<file path="src/rtl/ptw_pkg.sv">
package ptw_pkg;
    localparam int PG_OFF       = 12;
    localparam int LVL_W        = 2;
    localparam int IDXW_NARROW  = 10;
    localparam int IDXW_WIDE    = 9;
    localparam int LEVELS_NARROW = 2;
    localparam int LEVELS_WIDE  = 3;
    localparam int NARROW_BITS  = 32;
    localparam int WIDE_VA_BITS = PG_OFF + LEVELS_WIDE * IDXW_WIDE;   // 39
    localparam int VPN_WIDE_W   = WIDE_VA_BITS - PG_OFF;              // 27
    localparam int VPN_NARROW_W = NARROW_BITS - PG_OFF;               // 20
    localparam int PPN_LSB      = 10;
    localparam int PPN_NARROW_W = NARROW_BITS - PPN_LSB;              // 22

    localparam int F_V = 0;
    localparam int F_R = 1;
    localparam int F_W = 2;
    localparam int F_X = 3;
    localparam int F_U = 4;
    localparam int F_A = 6;
    localparam int F_D = 7;

    localparam logic [1:0] PRIV_U = 2'd0;
    localparam logic [1:0] PRIV_S = 2'd1;
    localparam logic [1:0] PRIV_M = 2'd3;

    localparam logic [1:0] SCHEME_BARE   = 2'd0;
    localparam logic [1:0] SCHEME_NARROW = 2'd1;
    localparam logic [1:0] SCHEME_WIDE   = 2'd2;

    typedef enum logic [1:0] {
        ACC_FETCH = 2'd0,
        ACC_LOAD  = 2'd1,
        ACC_STORE = 2'd2
    } acc_e;

    typedef enum logic [2:0] {
        ST_IDLE, ST_RD_REQ, ST_RD_WAIT, ST_WB_REQ, ST_WB_WAIT, ST_DONE
    } walk_state_e;
endpackage

</file>
<file path="src/rtl/ptw_priv_resolve.sv">
module ptw_priv_resolve
    import ptw_pkg::*;
(
    input  logic [1:0] priv,
    input  logic [1:0] acc,
    input  logic       mprv,
    input  logic [1:0] mpp,
    output logic [1:0] priv_eff,
    output logic       direct
);
    always_comb begin
        priv_eff = priv;
        if (priv == PRIV_M && acc != ACC_FETCH && mprv)
            priv_eff = mpp;
        direct = (priv_eff == PRIV_M);
    end
endmodule

</file>
<file path="src/rtl/ptw_index_gen.sv">
module ptw_index_gen
    import ptw_pkg::*;
#(
    parameter int PA_W = 56
) (
    input  logic                  wide,
    input  logic [LVL_W-1:0]      level,
    input  logic [VPN_WIDE_W-1:0] vpn,
    input  logic [PA_W-1:0]       base,
    output logic [PA_W-1:0]       pte_addr
);
    logic [IDXW_WIDE-1:0]   idx_w [LEVELS_WIDE];
    logic [IDXW_NARROW-1:0] idx_n [LEVELS_NARROW];

    for (genvar g = 0; g < LEVELS_WIDE; g++) begin : g_wide_idx
        assign idx_w[g] = vpn[g*IDXW_WIDE +: IDXW_WIDE];
    end
    for (genvar g = 0; g < LEVELS_NARROW; g++) begin : g_narrow_idx
        assign idx_n[g] = vpn[g*IDXW_NARROW +: IDXW_NARROW];
    end

    logic [PA_W-1:0] offs;
    always_comb begin
        offs = '0;
        if (wide) begin
            if (int'(level) < LEVELS_WIDE)
                offs = PA_W'({idx_w[level], 3'b000});
        end else begin
            if (int'(level) < LEVELS_NARROW)
                offs = PA_W'({idx_n[level[0]], 2'b00});
        end
        pte_addr = base + offs;
    end
endmodule

</file>
<file path="src/rtl/ptw_leaf_eval.sv">
module ptw_leaf_eval
    import ptw_pkg::*;
#(
    parameter int PA_W  = 56,
    parameter int PTE_W = 64
) (
    input  logic [PTE_W-1:0]        pte,
    input  logic                    wide,
    input  logic [LVL_W-1:0]        level,
    input  logic [1:0]              acc,
    input  logic [1:0]              priv_eff,
    input  logic                    sum,
    input  logic                    mxr,
    input  logic [WIDE_VA_BITS-1:0] va,
    output logic                    invalid,
    output logic                    pointer,
    output logic                    leaf_fault,
    output logic [PA_W-PG_OFF-1:0]  ppn,
    output logic [PA_W-1:0]         pa,
    output logic                    perm_r,
    output logic                    perm_w,
    output logic                    perm_x,
    output logic [PTE_W-1:0]        pte_new,
    output logic                    need_wb
);
    localparam int PPN_W = PA_W - PG_OFF;

    logic fr, fw, fx, fu, fd;
    logic [4:0] sh;
    logic [PPN_W-1:0] mask, vpn;
    logic rsv, u_bad, s_bad, misal, acc_bad;

    always_comb begin
        fr = pte[F_R];
        fw = pte[F_W];
        fx = pte[F_X];
        fu = pte[F_U];
        fd = pte[F_D];
        invalid = !pte[F_V];
        pointer = pte[F_V] && !fr && !fw && !fx;

        if (wide) begin
            ppn = pte[PPN_LSB +: PPN_W];
            vpn = PPN_W'(va[PG_OFF +: VPN_WIDE_W]);
            case (level)
                2'd1:    sh = 5'(IDXW_WIDE);
                2'd2:    sh = 5'(2*IDXW_WIDE);
                default: sh = 5'd0;
            endcase
        end else begin
            ppn = PPN_W'(pte[PPN_LSB +: PPN_NARROW_W]);
            vpn = PPN_W'(va[PG_OFF +: VPN_NARROW_W]);
            sh  = (level == 2'd1) ? 5'(IDXW_NARROW) : 5'd0;
        end
        mask = (PPN_W'(1) << sh) - PPN_W'(1);

        rsv     = fw && !fr;
        u_bad   = fu && (priv_eff != PRIV_U) && (!sum || acc == ACC_FETCH);
        s_bad   = !fu && (priv_eff != PRIV_S);
        misal   = |(ppn & mask);
        case (acc)
            ACC_LOAD:  acc_bad = !(fr || (fx && mxr));
            ACC_STORE: acc_bad = !fw;
            default:   acc_bad = !fx;
        endcase
        leaf_fault = rsv || u_bad || s_bad || misal || acc_bad;

        pa     = {ppn | (vpn & mask), va[PG_OFF-1:0]};
        perm_r = fr || (fx && mxr);
        perm_x = fx;
        perm_w = fw && (acc == ACC_STORE || fd);

        pte_new = pte;
        pte_new[F_A] = 1'b1;
        if (acc == ACC_STORE)
            pte_new[F_D] = 1'b1;
        need_wb = (pte_new != pte);
    end
endmodule

</file>
<file path="src/rtl/ptw_top.sv">
module ptw_top
    import ptw_pkg::*;
#(
    parameter int VA_W  = 64,
    parameter int PA_W  = 56,
    parameter int PTE_W = 64
) (
    input  logic              clk,
    input  logic              rst_n,
    input  logic              req_valid,
    output logic              req_ready,
    input  logic [VA_W-1:0]   req_va,
    input  logic [1:0]        req_acc,
    input  logic [1:0]        req_priv,
    input  logic              req_sum,
    input  logic              req_mxr,
    input  logic              req_mprv,
    input  logic [1:0]        req_mpp,
    input  logic [1:0]        cfg_mode,
    input  logic [PA_W-PG_OFF-1:0] cfg_root_ppn,
    output logic              mem_req_valid,
    output logic              mem_req_write,
    output logic              mem_req_wide,
    output logic [PA_W-1:0]   mem_req_addr,
    output logic [PTE_W-1:0]  mem_req_wdata,
    input  logic              mem_resp_valid,
    input  logic [PTE_W-1:0]  mem_resp_rdata,
    output logic              resp_valid,
    output logic              resp_fault,
    output logic [PA_W-1:0]   resp_pa,
    output logic              resp_r,
    output logic              resp_w,
    output logic              resp_x
);
    localparam int PPN_W  = PA_W - PG_OFF;
    localparam int VA_TOP = WIDE_VA_BITS - 1;

    typedef struct packed {
        walk_state_e     st;
        logic [LVL_W-1:0] level;
        logic [PA_W-1:0] base;
        logic [PA_W-1:0] addr;
        logic [PTE_W-1:0] pte;
        logic [VA_W-1:0] va;
        logic [1:0]      acc;
        logic [1:0]      priv;
        logic            sum;
        logic            mxr;
        logic            wide;
        logic            fault;
        logic [PA_W-1:0] pa;
        logic            r;
        logic            w;
        logic            x;
    } walk_t;

    walk_t q, d;

    logic [1:0] priv_eff;
    logic       direct;
    ptw_priv_resolve u_priv (
        .priv     (req_priv),
        .acc      (req_acc),
        .mprv     (req_mprv),
        .mpp      (req_mpp),
        .priv_eff (priv_eff),
        .direct   (direct)
    );

    logic [PA_W-1:0] pte_addr;
    ptw_index_gen #(.PA_W(PA_W)) u_idx (
        .wide     (q.wide),
        .level    (q.level),
        .vpn      (q.va[PG_OFF +: VPN_WIDE_W]),
        .base     (q.base),
        .pte_addr (pte_addr)
    );

    logic [PTE_W-1:0] rd_pte;
    assign rd_pte = q.wide ? mem_resp_rdata : PTE_W'(mem_resp_rdata[NARROW_BITS-1:0]);

    logic             lf_invalid, lf_pointer, lf_fault, lf_r, lf_w, lf_x, lf_wb;
    logic [PPN_W-1:0] lf_ppn;
    logic [PA_W-1:0]  lf_pa;
    logic [PTE_W-1:0] lf_new;
    ptw_leaf_eval #(.PA_W(PA_W), .PTE_W(PTE_W)) u_leaf (
        .pte        (rd_pte),
        .wide       (q.wide),
        .level      (q.level),
        .acc        (q.acc),
        .priv_eff   (q.priv),
        .sum        (q.sum),
        .mxr        (q.mxr),
        .va         (q.va[WIDE_VA_BITS-1:0]),
        .invalid    (lf_invalid),
        .pointer    (lf_pointer),
        .leaf_fault (lf_fault),
        .ppn        (lf_ppn),
        .pa         (lf_pa),
        .perm_r     (lf_r),
        .perm_w     (lf_w),
        .perm_x     (lf_x),
        .pte_new    (lf_new),
        .need_wb    (lf_wb)
    );

    logic canonical;
    assign canonical = (&req_va[VA_W-1:VA_TOP]) || !(|req_va[VA_W-1:VA_TOP]);

    always_comb begin
        d = q;
        case (q.st)
            ST_IDLE: begin
                if (req_valid) begin
                    d.va    = req_va;
                    d.acc   = req_acc;
                    d.priv  = priv_eff;
                    d.sum   = req_sum;
                    d.mxr   = req_mxr;
                    d.wide  = (cfg_mode == SCHEME_WIDE);
                    d.fault = 1'b0;
                    d.pa    = '0;
                    d.r     = 1'b0;
                    d.w     = 1'b0;
                    d.x     = 1'b0;
                    if (cfg_mode == SCHEME_BARE || (direct && cfg_mode != 2'd3)) begin
                        d.st = ST_DONE;
                        d.pa = req_va[PA_W-1:0];
                        d.r  = 1'b1;
                        d.w  = 1'b1;
                        d.x  = 1'b1;
                    end else if (cfg_mode == 2'd3 ||
                                 (cfg_mode == SCHEME_WIDE && !canonical)) begin
                        d.st    = ST_DONE;
                        d.fault = 1'b1;
                    end else begin
                        d.st    = ST_RD_REQ;
                        d.level = (cfg_mode == SCHEME_WIDE) ? LVL_W'(LEVELS_WIDE-1)
                                                            : LVL_W'(LEVELS_NARROW-1);
                        d.base  = {cfg_root_ppn, {PG_OFF{1'b0}}};
                    end
                end
            end
            ST_RD_REQ: begin
                d.addr = pte_addr;
                d.st   = ST_RD_WAIT;
            end
            ST_RD_WAIT: begin
                if (mem_resp_valid) begin
                    if (lf_invalid) begin
                        d.st    = ST_DONE;
                        d.fault = 1'b1;
                    end else if (lf_pointer) begin
                        if (q.level == '0) begin
                            d.st    = ST_DONE;
                            d.fault = 1'b1;
                        end else begin
                            d.level = q.level - LVL_W'(1);
                            d.base  = {lf_ppn, {PG_OFF{1'b0}}};
                            d.st    = ST_RD_REQ;
                        end
                    end else if (lf_fault) begin
                        d.st    = ST_DONE;
                        d.fault = 1'b1;
                    end else begin
                        d.pa  = lf_pa;
                        d.r   = lf_r;
                        d.w   = lf_w;
                        d.x   = lf_x;
                        d.pte = lf_new;
                        d.st  = lf_wb ? ST_WB_REQ : ST_DONE;
                    end
                end
            end
            ST_WB_REQ:  d.st = ST_WB_WAIT;
            ST_WB_WAIT: if (mem_resp_valid) d.st = ST_DONE;
            default:    d.st = ST_IDLE;
        endcase
    end

    always_ff @(posedge clk) begin
        if (!rst_n) begin
            q       <= '0;
            q.st    <= ST_IDLE;
        end else begin
            q <= d;
        end
    end

    assign req_ready     = (q.st == ST_IDLE);
    assign mem_req_valid = (q.st == ST_RD_REQ) || (q.st == ST_WB_REQ);
    assign mem_req_write = (q.st == ST_WB_REQ);
    assign mem_req_wide  = q.wide;
    assign mem_req_addr  = (q.st == ST_WB_REQ) ? q.addr : pte_addr;
    assign mem_req_wdata = q.pte;
    assign resp_valid    = (q.st == ST_DONE);
    assign resp_fault    = q.fault;
    assign resp_pa       = q.pa;
    assign resp_r        = q.r;
    assign resp_w        = q.w;
    assign resp_x        = q.x;

    // answer is a single-cycle pulse
    a_r12_resp_pulse: assert property (@(posedge clk) disable iff (!rst_n)
        resp_valid |=> !resp_valid);
    // each memory request lasts one cycle
    a_r12_mem_single: assert property (@(posedge clk) disable iff (!rst_n)
        mem_req_valid |=> !mem_req_valid);
    // no new request is taken while memory is in use
    a_r12_busy_not_ready: assert property (@(posedge clk) disable iff (!rst_n)
        mem_req_valid |-> !req_ready);
    // a fault carries no rights
    a_r11_fault_no_rights: assert property (@(posedge clk) disable iff (!rst_n)
        (resp_valid && resp_fault) |-> !(resp_r || resp_w || resp_x));
    // a write-back directly follows a read reply
    a_r10_wb_after_read: assert property (@(posedge clk) disable iff (!rst_n)
        (mem_req_valid && mem_req_write) |-> $past(mem_resp_valid));
    // the write-back goes to the address just read
    a_r10_wb_same_addr: assert property (@(posedge clk) disable iff (!rst_n)
        (mem_req_valid && mem_req_write) |-> mem_req_addr == $past(mem_req_addr, 2));
endmodule

</file>
<file path="config.mk">
export PLATFORM = sky130hd
export DESIGN_NAME = ptw_top
export DESIGN_NICKNAME = d
export VERILOG_FILES = /design/src/rtl/ptw_pkg.sv /design/src/rtl/ptw_priv_resolve.sv /design/src/rtl/ptw_index_gen.sv /design/src/rtl/ptw_leaf_eval.sv /design/src/rtl/ptw_top.sv
export SDC_FILE = /design/constraint.sdc
export NUM_CORES = 1
export LEC_CHECK = 0
export BUFFER_PORTS_ARGS = -buffer_cell sky130_fd_sc_hd__buf_2
export CELL_PAD_IN_SITES_DETAIL_PLACEMENT = 0
export CELL_PAD_IN_SITES_GLOBAL_PLACEMENT = 1
export CORE_ASPECT_RATIO = 1.1
export CORE_UTILIZATION = 43
export DETAILED_ROUTE_END_ITERATION = 12
export GPL_ROUTABILITY_DRIVEN = 0
export PLACE_DENSITY = 0.92
export SYNTH_ARGS = -nofsm -noshare
export SYNTH_HDL_FRONTEND = slang
export SYNTH_HIERARCHICAL = 1
export SYNTH_SLANG_ARGS = --single-unit
</file>
<file path="constraint.sdc">
create_clock -name clk -period 5.4 [get_ports clk]
set_clock_uncertainty 0.1 [all_clocks]
set_input_delay 1.62 -clock clk [delete_from_list [all_inputs] [get_ports clk]]
set_output_delay 1.62 -clock clk [all_outputs]
set_load 0.01 [all_outputs]
</file>
==> metrics.csv, run 1 <==
stage,metric,value,unit
run_status,status,finished clean,
worst_setup_path,start_kind,register,
synth,yosysSeqAreaShare,0.338,
drt,vias_per_cell,5.40,
cts,h-tree-depth,1,
drt,ant_nets,0,
cts,clk_path_buf_depth,3,
worst_hold_path,hold_depth,2,
global_route,grt_pass1_vias,13200,
layout,final_cell_mix,"nand2_1 (387), buf_2 (370), dfxtp_1 (274)",
sta,min_period,4720,ps
cts,clock-sinks,275,
synth,ys_ff_latch,275,
layout,drive_gt1_frac,0.248,
synth,synth_top_area_share,0.338,
sta,min_period_over_period,0.874,
placed_design,hpwl,36.5,mm
synth,synth-async-reset-ratio,0,
global_route,overflow,0,
sta,maxSlewHeadroom,0.186,
sta,final_max_slew_viol_count,0,
synth,synth_edf_count,0,
die,core-area,37200,sq um
layout,final.fill_count,3730,
sta,fin_setup_tns,0,ps
worst_setup_path,critPathRequiredTime,3680,ps
synth,synthTopCellsByArea,"dfxtp_1 (34%), buf_4 (11%), nand2_1 (9.0%)",
global_route,grt_max_degree,115,
worst_setup_path,cp.arrival,3000,ps
power_and_ir_drop,p_leak,0.00794,uW
sta,clock.fmax,212,MHz
worst_setup_path,worstReg2RegStart,mem_req_wide$_SDFFE_PN0P_,
sta,worstMarginPinSlew,1220,ps
cts,cts_buffers,31,
die,fp-row-count,74,
drt,vias,14200,
worst_setup_path,crit_path_max_fanout,19,
synth,synth_top_cell_by_area,dfxtp_1,
synth,synth.avg_cell_area,8.00,sq um
worst_setup_path,r2r-end,resp_pa[44]$_SDFFE_PN0P_,
run,maxCapViolations,0,
power_and_ir_drop,p_per_area,361,nW/um^2
worst_setup_path,reg2regPathDepth,13,
layout,layout_commonest_cell,nand2_1,
sta,setup_viol,0,
sta,hold_viol,0,
layout,syn_to_final_growth,9.04,%
cts,cts.reportedPaths.clkPinSlew,70,ps
cts,postCtsHoldBufs,0,
worst_hold_path,hold_path_end,q[233]$_SDFFE_PN0P_,
die,fp.dieW,188,microns
placed_design,io_buffers,371,
drt,drt-initial-drc-count,1190,
synth,ys.warnings.count,6,
global_route,antenna_found_initial,9,
drt,avgRoutedWirePerCell,19.1,microns
die,start_util,0.438,
die,io_pins,372,
sta,rsz0062_at_grt,no,
global_route,grt_pass1_wl,75.8,mm
synth,yosys_most_used_dff,dfxtp_1,
cts,clkLatencyLatePin,580,ps
cts,cts_resized,0,
sta,setup_slack,682,ps
worst_setup_path,critPathKind,register to output port,
drt,post-route-drc-count,0,
cts,cts_tree,built,
worst_setup_path,r2r_slack,940,ps
worst_hold_path,holdCritPathClass,register to register,
placed_design,pre_cts_ws,463,ps
synth,synth_area,16300,sq um
synth,syn_inst,2038,
worst_setup_path,end_kind,output port,
drt,wl,50.2,mm
die,die_h,206,microns
layout,regArea,5510,sq um
worst_hold_path,holdCritStartpoint,q[233]$_SDFFE_PN0P_,
synth,synth.distinct_cells,68,
layout,nets,2301,
layout,multi_input_area,8400,sq um
drt,firstDrtPassIters,5,
cts,cts-root-buf,clkbuf_16,
die,die_area,38700,sq um
cts,cts_setup_buffers,0,
power_and_ir_drop,irDropWorstVdd,0.252,mV
global_route,grt_util_all_layers,0.250,
sequential cells by signal, indices dropped and copies added (netlist names):
register,count
resp_w,1
mem_req_wide,1
resp_fault,1
q,150
mem_req_wdata,64
resp_r,1
resp_x,1
resp_pa,56
synthesized netlist by cell type, types with 6 or more instances:
cell	n
o22ai_1	6
o31ai_1	8
ha_1	16
o211a_1	50
xor2_1	16
inv_1	35
xnor2_1	35
nand2_1	390
nor3_1	16
nand4_1	24
o21ai_0	52
buf_1	10
nor2_1	159
a21oi_1	20
nor4_1	9
a221oi_1	57
mux2_2	56
clkbuf_1	110
nor3b_1	59
buf_4	238
and2_1	61
nand3_1	30
a21boi_0	168
a21o_1	24
mux2i_1	7
and3_1	7
buf_2	17
dfxtp_1	275
nor2b_1	8
per-stage QoR:
| step | utilization | hold WS [ps] | instances | cell area (sq um) | total power (uW) |
|---|---|---|---|---|---|
| 3_5_place_dp | 0.449 | 353 | 2558 | 16700 | 4250 |
| 5_1_grt | 0.477 | 378 | 2619 | 17800 | 6750 |
| 2_1_floorplan | - | 341 | 2052 | 16400 | 3770 |
| 4_1_cts | 0.477 | 362 | 2616 | 17800 | 6440 |
| 6_report | 0.477 | 360 | 2621 | 17800 | 6420 |
| 3_3_place_gp | 0.449 | 347 | 2558 | 16700 | 4210 |
routing by layer:
metal / part of all wire / vias to the layer above / wire length (microns) / global-route usage
met1: 0.44 / 6662 / 22100 / 0.341
met3: 0.077 / 106 / 3890 / 0.0421
met5: 0.00080 / - / 40 / 0
li1: - / 6826 / - / -
met2: 0.44 / 562 / 22300 / 0.392
met4: 0.037 / 6 / 1870 / 0.104
how the worst max path moves through the flow:
stage,slack [ps],cells past startpoint,from,end
detailed placement,460,12,mem_resp_rdata[48],mem_req_wdata[0]$_SDFFE_PN0P_
global placement,460,12,mem_resp_rdata[48],mem_req_wdata[0]$_SDFFE_PN0P_
floorplan,1200,11,mem_resp_rdata[48],mem_req_wdata[10]$_SDFFE_PN0P_
CTS,690,9,q[307]$_SDFFE_PN0P_,mem_req_addr[11]
finish,680,9,q[307]$_SDFFE_PN0P_,mem_req_addr[11]
global route,530,5,q[311]$_SDFFE_PN0P_,mem_req_addr[11]
power breakdown:
part,leakage (uW),internal (uW),switching (uW),total (uW)
Combinational,0.00517,697,1060,1760
Clock,0.000519,1270,911,2180
Sequential,0.00224,2270,209,2480
Total,0.00794,4240,2180,6420
cells by family after synthesis:
kind of cell / count (synthesis) / share of synthesized area
AND/OR/NAND/NOR: 788 / 0.223
AO/OA/AOI/OAI: 423 / 0.198
buffers and inverters: 415 / 0.152
flip-flops: 275 / 0.338
multiplexers: 66 / 0.0471
XOR/XNOR: 51 / 0.0274
adder cells (fa/ha/maj): 18 / 0.0141
other: 2 / 0.000461
final cells by class:
cell class              count  share of cell area
multi-input cells        1362               0.472
flip-flops and latches    275               0.310
repair buffers            392               0.116
clock buffers              40              0.0484
well taps                 494              0.0348
clock inverters            18              0.0106
inverters                  35             0.00739
diodes                      5            0.000704
critical path: stages, from the launching register on:
cell,delay (ps)
dfxtp_1,410
buf_4,260
mux4_2,540
inv_1,70
o22ai_1,120
ha_1,360
inv_1,100
xnor2_1,90
mux2_2,310
buf_2,150
Note: power is estimated with default switching activity, not from simulation.
==> run 2, diff against run 1 <==
--- a/config.mk
+++ b/config.mk
@@ -5,12 +5,12 @@
 export SDC_FILE = /design/constraint.sdc
 export NUM_CORES = 1
 export LEC_CHECK = 0
-export BUFFER_PORTS_ARGS = -buffer_cell sky130_fd_sc_hd__buf_2
 export CELL_PAD_IN_SITES_DETAIL_PLACEMENT = 0
 export CELL_PAD_IN_SITES_GLOBAL_PLACEMENT = 1
 export CORE_ASPECT_RATIO = 1.1
-export CORE_UTILIZATION = 43
+export CORE_UTILIZATION = 51
 export DETAILED_ROUTE_END_ITERATION = 12
+export DONT_BUFFER_PORTS = 1
 export GPL_ROUTABILITY_DRIVEN = 0
 export PLACE_DENSITY = 0.92
 export SYNTH_ARGS = -nofsm -noshare
==> run 2 against run 1 <==
Effect of this change: cell area decreased by 11%; global-route usage up 2.5 points; sequential share of layout area is 3.8 points higher; first-iteration DRC count decreased by 6.7%.
==> metrics.csv, run 2 (same netlist as run 1, synthesis figures left out) <==
stage,metric,value,unit,change
run_status,status,finished clean,,
layout,largest_reg_flops,150,,unchanged
sta,worstMarginPinSlew,1350,ps,+134 ps
cts,cts-root-buf,clkbuf_16,,
power_and_ir_drop,p_per_area,391,nW/um^2,+8.2%
global_route,grt_util_all_layers,0.276,,+0.0251
layout,nets,1926,,-16%
die,start_util,0.519,,+0.0813
worst_setup_path,critPathRequiredTime,3680,ps,about the same
layout,final_cell_area,15800,sq um,-11%
power_and_ir_drop,p_total,6180,uW,-3.7%
sta,setup_slack,345,ps,-337 ps
power_and_ir_drop,switchingPower,1980,uW,-9.2%
placed_design,placed_cell_area,14700,sq um,-12%
sta,hold_viol,0,,unchanged
global_route,grt_max_degree,279,,+140%
worst_setup_path,end_kind,output port,,
cts,cts_resized,0,,unchanged
power_and_ir_drop,p_int,4200,uW,-0.93%
layout,fin_util,0.504,,+0.0261
cts,cts.reportedPaths.clkPinSlew,60,ps,about the same
drt,avgRoutedWirePerCell,21.5,microns,+12%
global_route,grt_pass1_vias,11800,,-11%
worst_setup_path,cp_top_family,simple AND/OR/NAND/NOR gates,,
drt,post-route-drc-count,0,,unchanged
die,die_area,32700,sq um,-16%
global_route,grt_pass1_wl,69.7,mm,-8.0%
sta,rsz0062_at_grt,no,,
worst_setup_path,crit_slowest_cell,nand2_2,,
drt,drt-initial-drc-count,1110,,-6.7%
cts,clk_path_buf_depth,3,,unchanged
drt,ant_nets,0,,unchanged
worst_setup_path,cp_slowest_stage_delay,680,ps,+140 ps
cts,clkLatencyLatePin,570,ps,about the same
worst_setup_path,crit_path_max_fanout,39,,+20
cts,cts_tree,built,,
die,io_pins,372,,unchanged
die,core-area,31400,sq um,-16%
run,maxCapViolations,0,,unchanged
worst_setup_path,cp.arrival,3330,ps,+330 ps
layout,drive_gt1_frac,0.0814,,-0.167
power_and_ir_drop,p_leak,0.00622,uW,-22%
die,fp-row-count,68,,-8.1%
sta,final_max_slew_viol_count,0,,unchanged
power_and_ir_drop,clkPwrFrac,0.364,,+0.024
drt,vias,12700,,-10%
drt,firstDrtPassIters,5,,unchanged
worst_setup_path,critPathKind,register to output port,,
power_and_ir_drop,irDropWorstVdd,0.242,mV,-3.9%
sta,min_period,5050,ps,+337 ps
die,fp.dieW,172,microns,-8.1%
drt,vias_per_cell,5.88,,+8.9%
cts,h-tree-depth,1,,unchanged
placed_design,hpwl,33.2,mm,-9.0%
placed_design,io_buffers,0,,-100%
layout,final_cell_mix,"nand2_1 (387), dfxtp_1 (274), a21boi_0 (168)",,
cts,postCtsHoldBufs,0,,unchanged
sta,fin_setup_tns,0,ps,unchanged
worst_setup_path,cp_num_buf_inv,1,,-3
power_and_ir_drop,comb_power_share,0.222,,-0.052
drt,wl,46.6,mm,-7.2%
worst_setup_path,start_kind,register,,
sta,setup_viol,0,,unchanged
sta,maxSlewHeadroom,0.0921,,-0.0940
layout,layout_commonest_cell,nand2_1,,
placed_design,pre_cts_ws,291,ps,-172 ps
global_route,antenna_found_initial,1,,-8
cts,cts_buffers,30,,-3.2%
power_and_ir_drop,p_sw_frac,0.320,,-0.0193
global_route,overflow,0,,unchanged
sta,min_period_over_period,0.936,,+0.0624
sta,clock.fmax,198,MHz,-6.7%
cts,clock-sinks,275,,unchanged
power_and_ir_drop,p_seq_frac,0.414,,+0.028
layout,syn_to_final_growth,-2.99,%,
cts,cts_setup_buffers,0,,unchanged
worst_setup_path,path_cells,"nor2b_1, nand2_2, buf_4, mux2_2",,
die,die_h,189,microns,-8.1%
layout,top_register,q,,
worst_hold_path,holdCritPathClass,register to register,,
-- run 2: changes by cell type in the layout (fill, tap and decap cells not counted) --
cell	before	now
buf_6	1	0
diode_2	5	1
clkinv_4	2	0
clkinvlp_4	2	0
clkinv_2	8	1
inv_6	3	0
clkbuf_1	4	12
buf_4	18	15
bufinv_16	3	6
buf_2	370	0
-- run 2: layout make-up --
class | count | area (sq um)
clock buffers | 48 | 890
multi-input cells | 1362 | 8400
repair buffers | 18 | 173
flip-flops and latches | 275 | 5510
well taps | 420 | 526
fillers | 2999 | 15600
inverters | 35 | 131
clock inverters | 7 | 185
diodes | 1 | 2.50
-- run 2: through the flow --
step	hold slack [ps]	instances
2_1_floorplan	341	2052
5_1_grt	375	2165
3_5_place_dp	353	2110
6_report	359	2166
4_1_cts	361	2165
3_3_place_gp	346	2110
-- run 2: power by group through the flow --
stage          clock, uW  sequential (uW)  combinational [uW]
3_5_place_dp           0             2600                1350
6_report            2250             2560                1370
4_1_cts             2290             2550                1350
2_1_floorplan          0             2450                1320
5_1_grt             2370             2580                1510
3_3_place_gp           0             2590                1320
-- run 2: worst paths after layout --
kind / slack (ps) / endpoint / start / depth (start not counted)
worst max register to register: 1110 / resp_pa[8]$_SDFFE_PN0P_ / mem_req_wide$_SDFFE_PN0P_ / 13
worst min register to register: 360 / q[229]$_SDFFE_PN0P_ / q[229]$_SDFFE_PN0P_ / 2
worst min-delay path: 360 / q[229]$_SDFFE_PN0P_ / q[229]$_SDFFE_PN0P_ / 2
worst max-delay path: 350 / mem_req_addr[43] / q[309]$_SDFFE_PN0P_ / 4
-- run 2: metal layers --
metal	vias to the layer above	track usage	routed length, microns
met5	-	0	0
met4	0	0.0997	1720
met3	108	0.0790	4700
met2	501	0.429	20500
met1	6087	0.360	19600
li1	6049	-	-
-- run 2: tightest hold or removal path, cell delays in order (launching register included) --
cell and delay, ps:
dfxtp_1 300, nand2_1 40, a21boi_0 60
